<file path="src/rtl/dmairq_pkg.sv">
package dmairq_pkg;
    // number of interrupt kinds; index order is fixed by the summary register
    localparam int NCLS   = 5;
    // register map bases (word addresses)
    localparam int A_RAW  = 0;
    localparam int A_MSK  = A_RAW + NCLS;
    localparam int A_STS  = A_MSK + NCLS;
    localparam int A_CLR  = A_STS + NCLS;
    localparam int A_CMB  = A_CLR + NCLS;
    localparam int A_CFG  = A_CMB + 1;
    localparam int A_CHEN = A_CFG + 1;
    // upper byte of write data carries per-channel write enables
    localparam int WE_LSB = 8;
endpackage

</file>
<file path="src/rtl/dmairq_class.sv">
module dmairq_class
    import dmairq_pkg::*;
#(
    parameter int NCH   = 8,
    parameter int REG_W = 16
) (
    input  logic             clk,
    input  logic             rst_n,
    input  logic [NCH-1:0]   evt_i,
    input  logic             clr_wr_i,
    input  logic             msk_wr_i,
    input  logic [REG_W-1:0] wdata_i,
    output logic [NCH-1:0]   raw_o,
    output logic [NCH-1:0]   msk_o,
    output logic [NCH-1:0]   sts_o
);
    logic [NCH-1:0] wval;
    logic [NCH-1:0] wen;
    logic [NCH-1:0] ack;

    assign wval = wdata_i[NCH-1:0];
    assign wen  = wdata_i[WE_LSB +: NCH];
    assign ack  = clr_wr_i ? wval : '0;

    // raw latch: event set dominates acknowledge
    always_ff @(posedge clk or negedge rst_n) begin
        if (!rst_n) begin
            raw_o <= '0;
        end else begin
            raw_o <= (raw_o & ~ack) | evt_i;
        end
    end

    // mask with per-channel write enables
    always_ff @(posedge clk or negedge rst_n) begin
        if (!rst_n) begin
            msk_o <= '0;
        end else if (msk_wr_i) begin
            msk_o <= (msk_o & ~wen) | (wval & wen);
        end
    end

    assign sts_o = raw_o & msk_o;
endmodule

</file>
<file path="src/rtl/dmairq_chen.sv">
module dmairq_chen
    import dmairq_pkg::*;
#(
    parameter int NCH   = 8,
    parameter int REG_W = 16
) (
    input  logic             clk,
    input  logic             rst_n,
    input  logic             wr_i,
    input  logic [REG_W-1:0] wdata_i,
    input  logic [NCH-1:0]   done_i,
    output logic [NCH-1:0]   chen_o
);
    logic [NCH-1:0] wval;
    logic [NCH-1:0] wen;
    logic [NCH-1:0] merged;

    assign wval = wdata_i[NCH-1:0];
    assign wen  = wdata_i[WE_LSB +: NCH];

    always_comb begin
        merged = chen_o;
        if (wr_i) begin
            merged = (chen_o & ~wen) | (wval & wen);
        end
    end

    // transfer-done clears the enable after any software update
    always_ff @(posedge clk or negedge rst_n) begin
        if (!rst_n) begin
            chen_o <= '0;
        end else begin
            chen_o <= merged & ~done_i;
        end
    end
endmodule

</file>
<file path="src/rtl/dmairq_rdmux.sv">
module dmairq_rdmux
    import dmairq_pkg::*;
#(
    parameter int NCH    = 8,
    parameter int REG_W  = 16,
    parameter int ADDR_W = 5
) (
    input  logic [ADDR_W-1:0]          addr_i,
    input  logic [NCLS-1:0][NCH-1:0]   raw_i,
    input  logic [NCLS-1:0][NCH-1:0]   msk_i,
    input  logic [NCLS-1:0][NCH-1:0]   sts_i,
    input  logic [NCLS-1:0]            cmb_i,
    input  logic                       gen_i,
    input  logic [NCH-1:0]             chen_i,
    output logic [REG_W-1:0]           rdata_o
);
    always_comb begin
        rdata_o = '0;
        for (int k = 0; k < NCLS; k++) begin
            if (addr_i == ADDR_W'(A_RAW + k)) rdata_o[NCH-1:0] = raw_i[k];
            if (addr_i == ADDR_W'(A_MSK + k)) rdata_o[NCH-1:0] = msk_i[k];
            if (addr_i == ADDR_W'(A_STS + k)) rdata_o[NCH-1:0] = sts_i[k];
        end
        if (addr_i == ADDR_W'(A_CMB))  rdata_o[NCLS-1:0] = cmb_i;
        if (addr_i == ADDR_W'(A_CFG))  rdata_o[0]        = gen_i;
        if (addr_i == ADDR_W'(A_CHEN)) rdata_o[NCH-1:0]  = chen_i;
    end
endmodule

</file>
<file path="src/rtl/dmairq_regs.sv">
module dmairq_regs
    import dmairq_pkg::*;
#(
    parameter int NCH    = 8,
    parameter int REG_W  = 16,
    parameter int ADDR_W = 5
) (
    input  logic              clk,
    input  logic              rst_n,
    input  logic              reg_wr_i,
    input  logic [ADDR_W-1:0] reg_addr_i,
    input  logic [REG_W-1:0]  reg_wdata_i,
    output logic [REG_W-1:0]  reg_rdata_o,
    input  logic [NCH-1:0]    ev_xfer_i,
    input  logic [NCH-1:0]    ev_block_i,
    input  logic [NCH-1:0]    ev_srct_i,
    input  logic [NCH-1:0]    ev_dstt_i,
    input  logic [NCH-1:0]    ev_err_i,
    output logic              irq_o
);
    logic [NCLS-1:0][NCH-1:0] evt;
    logic [NCLS-1:0][NCH-1:0] raw_q;
    logic [NCLS-1:0][NCH-1:0] msk_q;
    logic [NCLS-1:0][NCH-1:0] sts;
    logic [NCLS-1:0]          cmb;
    logic [NCLS-1:0]          clr_wr;
    logic [NCLS-1:0]          msk_wr;
    logic                     cfg_wr;
    logic                     chen_wr;
    logic                     gen_q;
    logic [NCH-1:0]           chen_q;

    assign evt = {ev_err_i, ev_dstt_i, ev_srct_i, ev_block_i, ev_xfer_i};

    assign cfg_wr  = reg_wr_i && (reg_addr_i == ADDR_W'(A_CFG));
    assign chen_wr = reg_wr_i && (reg_addr_i == ADDR_W'(A_CHEN));

    for (genvar k = 0; k < NCLS; k++) begin : g_cls
        assign clr_wr[k] = reg_wr_i && (reg_addr_i == ADDR_W'(A_CLR + k));
        assign msk_wr[k] = reg_wr_i && (reg_addr_i == ADDR_W'(A_MSK + k));
        assign cmb[k]    = |sts[k];

        dmairq_class #(.NCH(NCH), .REG_W(REG_W)) u_cls (
            .clk      (clk),
            .rst_n    (rst_n),
            .evt_i    (evt[k]),
            .clr_wr_i (clr_wr[k]),
            .msk_wr_i (msk_wr[k]),
            .wdata_i  (reg_wdata_i),
            .raw_o    (raw_q[k]),
            .msk_o    (msk_q[k]),
            .sts_o    (sts[k])
        );
    end

    always_ff @(posedge clk or negedge rst_n) begin
        if (!rst_n) begin
            gen_q <= 1'b0;
        end else if (cfg_wr) begin
            gen_q <= reg_wdata_i[0];
        end
    end

    dmairq_chen #(.NCH(NCH), .REG_W(REG_W)) u_chen (
        .clk     (clk),
        .rst_n   (rst_n),
        .wr_i    (chen_wr),
        .wdata_i (reg_wdata_i),
        .done_i  (ev_xfer_i),
        .chen_o  (chen_q)
    );

    dmairq_rdmux #(.NCH(NCH), .REG_W(REG_W), .ADDR_W(ADDR_W)) u_rd (
        .addr_i  (reg_addr_i),
        .raw_i   (raw_q),
        .msk_i   (msk_q),
        .sts_i   (sts),
        .cmb_i   (cmb),
        .gen_i   (gen_q),
        .chen_i  (chen_q),
        .rdata_o (reg_rdata_o)
    );

    assign irq_o = gen_q && (|cmb);
endmodule

</file>
<file path="config.mk">
export PLATFORM = sky130hd
export DESIGN_NAME = dmairq_regs
export DESIGN_NICKNAME = d
export VERILOG_FILES = /design/src/rtl/dmairq_pkg.sv /design/src/rtl/dmairq_class.sv /design/src/rtl/dmairq_chen.sv /design/src/rtl/dmairq_rdmux.sv /design/src/rtl/dmairq_regs.sv
export SDC_FILE = /design/constraint.sdc
export NUM_CORES = 1
export LEC_CHECK = 0
export CAP_MARGIN = 20
export CORE_MARGIN = 2
export CORE_UTILIZATION = 60
export CTS_CLUSTER_SIZE = 10
export DETAILED_ROUTE_END_ITERATION = 10
export GPL_TIMING_DRIVEN = 0
export HOLD_SLACK_MARGIN = 0.03
export PLACE_DENSITY = 0.86
export SKIP_CTS_REPAIR_TIMING = 1
export SLEW_MARGIN = 20
export SYNTH_ARGS = -nofsm -noshare
export SYNTH_HDL_FRONTEND = slang
export SYNTH_HIERARCHICAL = 1
export SYNTH_SLANG_ARGS = --single-unit
</file>
<file path="constraint.sdc">
create_clock -name clk -period 4.8 [get_ports clk]
set_clock_uncertainty 0.1 [all_clocks]
set_input_delay 0.72 -clock clk [delete_from_list [all_inputs] [get_ports clk]]
set_output_delay 0.72 -clock clk [all_outputs]
set_load 0.01 [all_outputs]
</file>
==> summary.md, run 1 <==
| Metric | Value |
|---|---|
| Actual slew at the worst max-slew pin | `approximately 0.9 ns` |
| Core area | `between 0.009 and 0.01 mm2` |
| Worst path max stage delay | `between 0.6 and 0.7 ns` |
| Pin count of the biggest net entering global routing | `46` |
| Antenna-violating nets left | `0` |
| Max-slew headroom | `~38%` |
| Synth Instances | `roughly 660` |
| Number of cell rows | `36` |
| CTS root buf | `clkbuf_8` |
| Buf+Inv Stages, Crit Path | `4` |
| Post-synth EDFFs | `0` |
| Yosys warnings | `6` |
| Static leakage | `around 2.9 nW` |
| Total negative setup slack | `0 ns` |
| Initial core utilization | `between 60% and 70%` |
| Die Height | `roughly 100 um` |
| Unrepaired setup endpoints after global routing | `false` |
| Final wirelength | `approximately 20 mm` |
| CP max FO | `10` |
| Status | `finished clean` |
| Max clock buf depth | `2` |
| Buffers on Ports | `72` |
| H-tree depth | `3` |
| Critical Path, Cell by Cell | `clkdlybuf4s50_1 -> buf_2 -> buf_2 -> and2b_1 -> nand2b_1 -> o31ai_1 -> a2111oi_0 -> o41ai_1 -> o21ai_1 -> clkdlybuf4s50_1` |
| CTS tree | `built` |
| DIE WIDTH | `104 um` |
| Total gr overflow | `0` |
| P per Cell Area | `262 mW/mm2` |
| R2r startpoint | `u_chen/chen_o[0]` |
| Mean Syn Cell Area | `about 9.1 um2` |
| Max_cap viols | `0` |
| Layout area overhead | `19.5%` |
| Global-route wire length before repair | `32.1 mm` |
| Slowest cell on crit path | `a2111oi_0` |
| Hold/Removal Path Class | `primary input to asynchronous set/reset pin` |
| Post-route insts no fill | `between 800 and 900` |
| Vias per cell | `between 6 and 7` |
| Register area share after synthesis | `between 30% and 40%` |
| Proportion of layout cells with a drive suffix above 1 | `between 15 and 20%` |
| Clk sinks | `a little under 90` |
| Routed WL per cell | `22.9 um` |
| Crit Path Category | `primary input to primary output` |
| Total iterations of the first detailed-routing run | `6` |
| Yosys reg bits | `between 80 and 90` |
| Arrival @ worst endpoint | `3.84 ns` |
| Critical Path Start Type | `primary input` |
| Number of remaining DRC errors | `0` |
| Vias in the first global route | `slightly below 6000` |
| Vias | `around 6000` |
| CP endpoint kind | `primary output` |
| CP Launch Point | `reg_addr_i[3]` |
| GRT Util Overall | `38.7%` |
| DPL Wire Length | `around 15 mm` |
| Initial antenna violation count | `0` |
| Skew-Pair Late Insertion Delay | `0.38 ns` |
| Fmax | `about 210 MHz` |
| RD Place Congestion | `about 0.96` |
| Maximum vdd drop | `around 260 uV` |
| Clk slew on worst S/H paths | `around 0.090 ns` |
| Final setup viols | `0` |
| Placed Instances | `between 800 and 900` |
| Drt initial violations | `about 530` |
| Period utilisation layout | `between 90% and 100%` |
| Netlist cell types | `60` |
| Main flop type after synthesis | `dfrtp_1` |
| Min Tclk post-route | `4.66 ns` |
| Required @ worst endpoint | `3.98 ns` |
| I/O pin cnt | `81` |
| Async SR Flop Fraction | `100%` |
| Final hold vios | `0` |
| Mapped cell area | `between 0.006 and 0.007 mm2` |
| Max-slew violations | `0` |
| Top delay family on crit path | `buffers and inverters` |
| Die area | `between 0.01 and 0.015 mm2` |
| Layout Nets | `between 800 and 900` |
| CTS buffer count | `9` |
| Antenna cells | `0` |
## power by group
group	internal (mW)	switching, mW
clock	0.257	0.321
sequential	0.798	0.0447
combinational	0.222	0.238
## final timing paths
path	cells after the start	end	slack, ns
hold / removal	1	u_chen/chen_o[7]	0.23
min in group clk	1	g_cls[3].u_cls/raw_o[3]	0.42
max in group asynchronous	2	g_cls[3].u_cls/raw_o[1]	3.70
hold reg to reg	1	g_cls[3].u_cls/raw_o[3]	0.42
setup reg to reg	2	u_chen/chen_o[0]	3.81
setup / recovery	10	reg_rdata_o[4]	0.14
## routing by layer
metal / vias up / global-route usage, % / wire length [um]
met4: 0 / 22.0 / 1100
met2: 405 / 61.9 / 9570
met5: - / 0 / 0
met3: 92 / 6.45 / 1650
li1: 2587 / - / -
met1: 2875 / 49.7 / 8080
## Yosys cell counts (7+ instances only)
library cell / number / share of area (%)
dfrtp_1: 89 / 37
nand2_1: 112 / 7.0
mux2_4: 40 / 10
o21ai_1: 7 / 0.58
buf_4: 10 / 1.2
a21o_1: 49 / 6.1
nand3_1: 14 / 1.2
buf_2: 20 / 1.7
a21oi_1: 25 / 2.1
a22oi_1: 10 / 1.2
nor2_1: 33 / 2.1
nor2b_1: 12 / 1.2
buf_6: 8 / 1.5
o21ai_0: 29 / 2.4
nand2b_1: 11 / 1.1
a2111oi_0: 10 / 1.5
and2_1: 44 / 4.6
nor3_1: 21 / 1.7
nor4_1: 19 / 2.0
## logic make-up (layout without fill, tap and decap cells)
| family | Yosys count | in the layout | share of synthesized area [%] |
|---|---|---|---|
| buffers and inverters | 47 | 136 | 4.97 |
| flip-flops | 89 | 89 | 37.0 |
| multiplexers | 46 | 46 | 11.0 |
| AND/OR/NAND/NOR | 295 | 295 | 25.1 |
| other | 1 | 8 | 0.0623 |
| AO/OA/AOI/OAI | 185 | 185 | 21.9 |
## per-stage QoR
stage	power [mW]	utilization [%]	setup WS, ns	hold WS (ns)	instance area (um2)
2_1_floorplan	1.10	-	1.77	0.324	6050
3_3_place_gp	1.28	70.9	-0.227	0.383	6930
3_5_place_dp	1.30	71.1	-0.0671	0.386	6950
4_1_cts	1.87	73.4	-0.0729	0.225	7180
5_1_grt	1.95	73.6	0.0156	0.255	7190
6_report	1.88	73.6	0.144	0.226	7190
## worst reg2reg max path, stage by stage, from the launching register on
cell and delay [ns]:
dfrtp_1 0.41, a21bo_2 0.23, a21oi_1 0.17
## layout by cell type, fill, tap and decap left out, types with 10 or more instances in the layout
| master | instances |
|---|---|
| nor4_1 | 19 |
| clkdlybuf4s50_1 | 70 |
| nor3_1 | 20 |
| and2_1 | 44 |
| nor2_1 | 32 |
| mux2_4 | 40 |
| buf_2 | 20 |
| nand3_1 | 14 |
| nand2b_1 | 11 |
| o21ai_0 | 29 |
| nor2b_1 | 12 |
| a22oi_1 | 10 |
| buf_4 | 11 |
| dfrtp_1 | 89 |
| a21o_1 | 49 |
| nand2_1 | 112 |
| a21oi_1 | 25 |
## cell type report
| class | instances | area (um2) |
|---|---|---|
| fill | 725 | 2580 |
| inverter | 1 | 3.75 |
| buffer | 46 | 299 |
| clock inverter | 7 | 100 |
| clock buffer | 9 | 124 |
| timing repair buffer | 73 | 741 |
| tap | 133 | 166 |
| multi-input combinational | 534 | 3530 |
| sequential | 89 | 2230 |
Note: power is estimated with default switching activity, not from simulation.
==> inputs of run 2 (changes only) <==
--- a/config.mk
+++ b/config.mk
@@ -7,12 +7,12 @@
 export LEC_CHECK = 0
 export CAP_MARGIN = 20
 export CORE_MARGIN = 2
-export CORE_UTILIZATION = 60
+export CORE_UTILIZATION = 56
 export CTS_CLUSTER_SIZE = 10
 export DETAILED_ROUTE_END_ITERATION = 10
 export GPL_TIMING_DRIVEN = 0
 export HOLD_SLACK_MARGIN = 0.03
-export PLACE_DENSITY = 0.86
+export PLACE_DENSITY = 0.81
 export SKIP_CTS_REPAIR_TIMING = 1
 export SLEW_MARGIN = 20
 export SYNTH_ARGS = -nofsm -noshare
==> constraint.sdc (replaced) <==
create_clock -name clk -period 5.25 [get_ports clk]
set_clock_uncertainty 0.1 [all_clocks]
set_input_delay 0.7875 -clock clk [delete_from_list [all_inputs] [get_ports clk]]
set_output_delay 0.7875 -clock clk [all_outputs]
set_load 0.01 [all_outputs]
==> summary.md, run 2 (synthesis gave the netlist of run 1 again) <==
| Metric | Value |
|---|---|
| Status | `finished clean` |
| GRT Util Overall | `36.0%` |
| Drt initial violations | `roughly 530` |
| Final wirelength | `20.3 mm` |
| Fill cell count | `822` |
| CP Launch Point | `reg_addr_i[1]` |
| RD Place Congestion | `about 1` |
| Pin count of the biggest net entering global routing | `48` |
| Vias in the first global route | `approximately 5700` |
| R2R depth | `2` |
| Max-slew headroom | `between 30% and 40%` |
| CTS tree | `built` |
| Core area | `0.0104 mm2` |
| CTS buffer count | `9` |
| Int Pwr | `~1.2 mW` |
| Die area | `0.0116 mm2` |
| Register share of total power | `roughly 46%` |
| Vias | `about 5800` |
| Antenna-violating nets left | `0` |
| Crit Path Category | `primary input to primary output` |
| CP endpoint kind | `primary output` |
| Total negative setup slack | `0 ns` |
| Switch Pwr | `0.518 mW` |
| Initial core utilization | `58.1%` |
| Period utilisation layout | `96.2%` |
| Combinational fraction of design power | `25.1%` |
| Total gr overflow | `0` |
| CP max FO | `13` |
| Max clock buf depth | `2` |
| Routed WL per cell | `roughly 23 um` |
| Skew-Pair Late Insertion Delay | `0.37 ns` |
| Final setup viols | `0` |
| Vias per cell | `between 6 and 7` |
| Required @ worst endpoint | `~4.4 ns` |
| R2r startpoint | `u_chen/chen_o[0]` |
| Most frequent cells in the layout | `nand2_1, dfrtp_1, clkdlybuf4s50_1` |
| Post-route worst setup slack | `~0.20 ns` |
| Sw Share | `between 30 and 40%` |
| Buffers on Ports | `72` |
| Static leakage | `about 2.8 nW` |
| CP endpoint | `reg_rdata_o[3]` |
| Pre-CTS WS | `roughly 0.25 ns` |
| FF/Latch Area | `about 0.0022 mm2` |
| Commonest non-fill, non-tap cell in the layout | `nand2_1` |
| Antenna cells | `0` |
| Critical Path Start Type | `primary input` |
| Clk slew on worst S/H paths | `~0.09 ns` |
| Final hold vios | `0` |
| Clk sinks | `just under 90` |
| R2R Setup Slk | `4.27 ns` |
| Post-Route M1 WL | `~8.4 mm` |
| DR WL met3 | `around 1.5 mm` |
| Total iterations of the first detailed-routing run | `6` |
| Initial antenna violation count | `0` |
| P per Cell Area | `234 mW/mm2` |
| Layout area overhead | `18.7%` |
| Util after Layout | `between 60% and 70%` |
| Max_cap viols | `0` |
| Die Height | `approximately 110 um` |
| Fmax | `198 MHz` |
| Min Tclk post-route | `a little over 5 ns` |
| Area occupied by multi-input gates | `around 0.0035 mm2` |
| DR top layer | `met4` |
| Number of remaining DRC errors | `0` |
| CTS root buf | `clkbuf_8` |
| Actual slew at the worst max-slew pin | `approximately 1.0 ns` |
| Maximum vdd drop | `approximately 230 uV` |
| FF-to-FF End | `u_chen/chen_o[0]` |
| DPL Wire Length | `about 16 mm` |
| Number of cell rows | `37` |
| Proportion of layout cells with a drive suffix above 1 | `between 10% and 20%` |
| Hold/Removal Path Class | `primary input to asynchronous set/reset pin` |
| Unrepaired setup endpoints after global routing | `false` |
| DIE WIDTH | `approximately 110 um` |
| Clock network fraction of total power | `28.8%` |
| Layout Nets | `between 800 and 900` |
| Max-slew violations | `0` |
| H-tree depth | `3` |
| I/O pin cnt | `81` |
| Arrival @ worst endpoint | `about 4.2 ns` |
| Routed wl met2 | `just under 10 mm` |
| Global-route wire length before repair | `31.5 mm` |
-- run 2: cell count changes in the layout (fill, tap and decap cells not counted), sizes merged --
cell           previous run  this run
clkdlybuf4s50            70        71
clkinv                    3         0
buf                      40        41
clkinvlp                  0         1
dlymetal6s2s              1         0
-- run 2: worst max-delay path: stages --
cell,delay [ns]
clkdlybuf4s50_1,0.62
buf_2,0.30
nand3b_1,0.33
nor3_1,0.07
or4_1,0.49
a2111oi_0,0.71
o41ai_1,0.15
o21ai_1,0.13
clkdlybuf4s50_1,0.56
-- run 2: metrics by stage --
step,cells,area [um2],hold WS (ns),power [mW]
3_5_place_dp,879,6960,0.385,1.19
5_1_grt,894,7150,0.352,1.74
2_1_floorplan,670,6050,0.355,1.01
3_3_place_gp,878,6940,0.385,1.18
6_report,894,7150,0.313,1.67
4_1_cts,894,7150,0.331,1.67
-- run 2: worst min-delay path by stage --
stage | slack, ns | cells after the start | endpoint | from
final | 0.31 | 1 | u_chen/chen_o[5] | rst_n
after global routing | 0.35 | 1 | u_chen/chen_o[5] | rst_n
after CTS | 0.33 | 1 | g_cls[0].u_cls/raw_o[7] | rst_n
after detailed placement | 0.39 | 1 | g_cls[3].u_cls/raw_o[1] | g_cls[3].u_cls/raw_o[1]
after global placement | 0.39 | 1 | g_cls[3].u_cls/raw_o[1] | g_cls[3].u_cls/raw_o[1]
after floorplan | 0.35 | 1 | g_cls[0].u_cls/raw_o[5] | g_cls[0].u_cls/raw_o[5]
-- run 2: power by group through the flow --
stage / registers (mW) / logic [mW] / clock network [mW]
after global routing: 0.776 / 0.445 / 0.519
after floorplan: 0.767 / 0.239 / 0
after CTS: 0.769 / 0.409 / 0.489
final: 0.771 / 0.420 / 0.482
after detailed placement: 0.781 / 0.408 / 0
after global placement: 0.779 / 0.397 / 0
-- run 2: layout make-up --
type | count | share of cell area [%]
multi-input combinational | 534 | 49.3
clock inverter | 5 | 0.893
sequential | 89 | 31.2
buffer | 46 | 4.15
inverter | 1 | 0.0525
clock buffer | 10 | 1.79
timing repair buffer | 73 | 10.3
tap | 136 | 2.38
-- run 2: routing by layer --
| metal | track usage [%] | vias up |
|---|---|---|
| met4 | 14.4 | 0 |
| met2 | 59.7 | 343 |
| met3 | 5.02 | 51 |
| met1 | 47.6 | 2825 |
| met5 | 0 | - |
| li1 | - | 2585 |
==> inputs of run 3 (changes only) <==
--- a/config.mk
+++ b/config.mk
@@ -6,13 +6,14 @@
 export NUM_CORES = 1
 export LEC_CHECK = 0
 export CAP_MARGIN = 20
-export CORE_MARGIN = 2
-export CORE_UTILIZATION = 56
+export CORE_UTILIZATION = 58
+export CTS_BUF_LIST = sky130_fd_sc_hd__clkbuf_4 sky130_fd_sc_hd__clkbuf_8
 export CTS_CLUSTER_SIZE = 10
 export DETAILED_ROUTE_END_ITERATION = 10
 export GPL_TIMING_DRIVEN = 0
 export HOLD_SLACK_MARGIN = 0.03
-export PLACE_DENSITY = 0.81
+export PLACE_DENSITY = 0.84
+export REMOVE_ABC_BUFFERS = 1
 export SKIP_CTS_REPAIR_TIMING = 1
 export SLEW_MARGIN = 20
 export SYNTH_ARGS = -nofsm -noshare
==> summary.md, run 3 (synthesis gave the netlist of run 1 again) <==
| Metric | Value |
|---|---|
| Status | `finished, violations left` |
| Failing checks | `DRC` |
| Fill cell count | `between 700 and 800` |
| Most frequent cells in the layout | `nand2_1, dfrtp_1, clkdlybuf4s50_1` |
| Fmax | `between 200 and 250 MHz` |
| Min Tclk post-route | `4.98 ns` |
| Max clock buf depth | `2` |
| Proportion of layout cells with a drive suffix above 1 | `about 14%` |
| Pin count of the biggest net entering global routing | `56` |
| CP endpoint | `reg_rdata_o[4]` |
| CTS tree | `built` |
| Total gr overflow | `0` |
| Util after Layout | `70.2%` |
| Hold/Removal Path Class | `primary input to asynchronous set/reset pin` |
| Layout area overhead | `15.6%` |
| CTS buffer count | `9` |
| Final hold vios | `0` |
| Drt initial violations | `around 500` |
| Maximum vdd drop | `253 uV` |
| P per Cell Area | `between 200 and 250 mW/mm2` |
| Vias in the first global route | `between 5000 and 6000` |
| Antenna cells | `0` |
| FF-to-FF End | `gen_q` |
| CP max FO | `44` |
| DPL Wire Length | `roughly 13 mm` |
| R2R depth | `1` |
| Actual slew at the worst max-slew pin | `approximately 1.1 ns` |
| Max-slew violations | `0` |
| Required @ worst endpoint | `~4.4 ns` |
| Antenna-violating nets left | `0` |
| Final setup viols | `0` |
| CP endpoint kind | `primary output` |
| Layout Nets | `roughly 780` |
| H-tree depth | `3` |
| Max_cap viols | `0` |
| Vias per cell | `approximately 6.6` |
| Vias | `roughly 5600` |
| Max-slew headroom | `25.7%` |
| Number of cell rows | `36` |
| Critical Path Start Type | `primary input` |
| Placed Instances | `834` |
| CP Launch Point | `reg_addr_i[4]` |
| GRT Util Overall | `34.5%` |
| Total iterations of the first detailed-routing run | `9` |
| Buffers on Ports | `72` |
| Commonest non-fill, non-tap cell in the layout | `nand2_1` |
| Post-route insts no fill | `between 800 and 900` |
| CTS root buf | `clkbuf_8` |
| Initial antenna violation count | `0` |
| Die Height | `104 um` |
| R2R Setup Slk | `approximately 4.3 ns` |
| Worst path max stage delay | `0.75 ns` |
| Unrepaired setup endpoints after global routing | `false` |
| Crit Path Category | `primary input to primary output` |
| Arrival @ worst endpoint | `around 4.1 ns` |
| Clk sinks | `a little under 90` |
| R2r startpoint | `gen_q` |
| Die area | `approximately 0.011 mm2` |
| Number of remaining DRC errors | `1` |
| I/O pin cnt | `81` |
| Global-route wire length before repair | `around 29 mm` |
| Static leakage | `roughly 2.7 nW` |
| Initial core utilization | `between 60% and 70%` |
| Final wirelength | `around 18 mm` |
| DIE WIDTH | `104 um` |
| Core area | `roughly 0.01 mm2` |
| Clk slew on worst S/H paths | `~0.10 ns` |
| Routed WL per cell | `approximately 21 um` |
| Skew-Pair Late Insertion Delay | `around 0.39 ns` |
| Critical Path, Cell by Cell | `buf_2 -> or2_1 -> nor2_4 -> or4_1 -> a2111oi_0 -> o41ai_1 -> o21ai_1 -> clkdlybuf4s50_1` |
| Period utilisation layout | `a little over nine tenths` |
| Slowest cell on crit path | `a2111oi_0` |
| RD Place Congestion | `0.997` |
| Pwr Total | `1.72 mW` |
==> run 3: changes by cell type in the layout (fill, tap and decap cells not counted), moves of 3 or more <==
cell,previous run,this run
nor4_2,0,4
clkbuf_1,7,0
clkdlybuf4s50_1,71,66
nor4_1,19,15
buf_6,8,0
buf_2,20,6
buf_4,11,3
nor3_1,21,18
inv_6,3,0
nor3_2,0,3
==> run 3: cell type report <==
type	count	area [um2]	share of cell area (%)
flip-flops and latches	89	2230	32.0
clock buffers	10	131	1.89
well taps	133	166	2.39
multi-input cells	534	3580	51.4
clock inverters	6	92.6	1.33
inverters	1	3.75	0.0539
repair buffers	77	761	10.9
==> run 3: per-stage QoR <==
stage | hold slack [ns] | setup WS, ns | instance area (um2) | setup TNS (ns)
final | 0.244 | 0.269 | 6960 | 0
after global placement | 0.384 | -0.511 | 6640 | -3.39
after global routing | 0.265 | 0.162 | 6960 | 0
after detailed placement | 0.389 | -0.321 | 6720 | -0.859
after floorplan | 0.355 | 2.13 | 5750 | 0
after CTS | 0.251 | -0.332 | 6940 | -0.907
==> run 3: how the worst min path moves through the flow <==
stage	endpoint	slack [ns]
3_3_place_gp	g_cls[2].u_cls/raw_o[1]	0.38
4_1_cts	g_cls[4].u_cls/raw_o[5]	0.25
3_5_place_dp	g_cls[0].u_cls/raw_o[7]	0.39
5_1_grt	g_cls[4].u_cls/raw_o[7]	0.26
6_report	g_cls[4].u_cls/raw_o[5]	0.24
2_1_floorplan	g_cls[0].u_cls/raw_o[5]	0.35
==> run 3: critical path: cells and delay by family <==
| family | cells | cell delay [ns] |
|---|---|---|
| buffers and inverters | 2 | 1.17 |
| AOI/OAI and AO/OA | 3 | 1.06 |
| and+or+nand+nor | 3 | 1.05 |
==> run 3: power breakdown <==
group / internal (mW) / switching, mW / leakage [nW]
Sequential: 0.730 / 0.0376 / 1.01
Combinational: 0.193 / 0.211 / 1.57
Clock: 0.275 / 0.269 / 0.106
==> run 3: routing by layer <==
layer / global-route usage (%) / up-vias / wire length, um
met5: 0 / - / 0
met4: 15.3 / 0 / 848
met3: 9.34 / 64 / 1790
met1: 44.5 / 2696 / 7280
met2: 54.5 / 351 / 8220
li1: - / 2507 / -
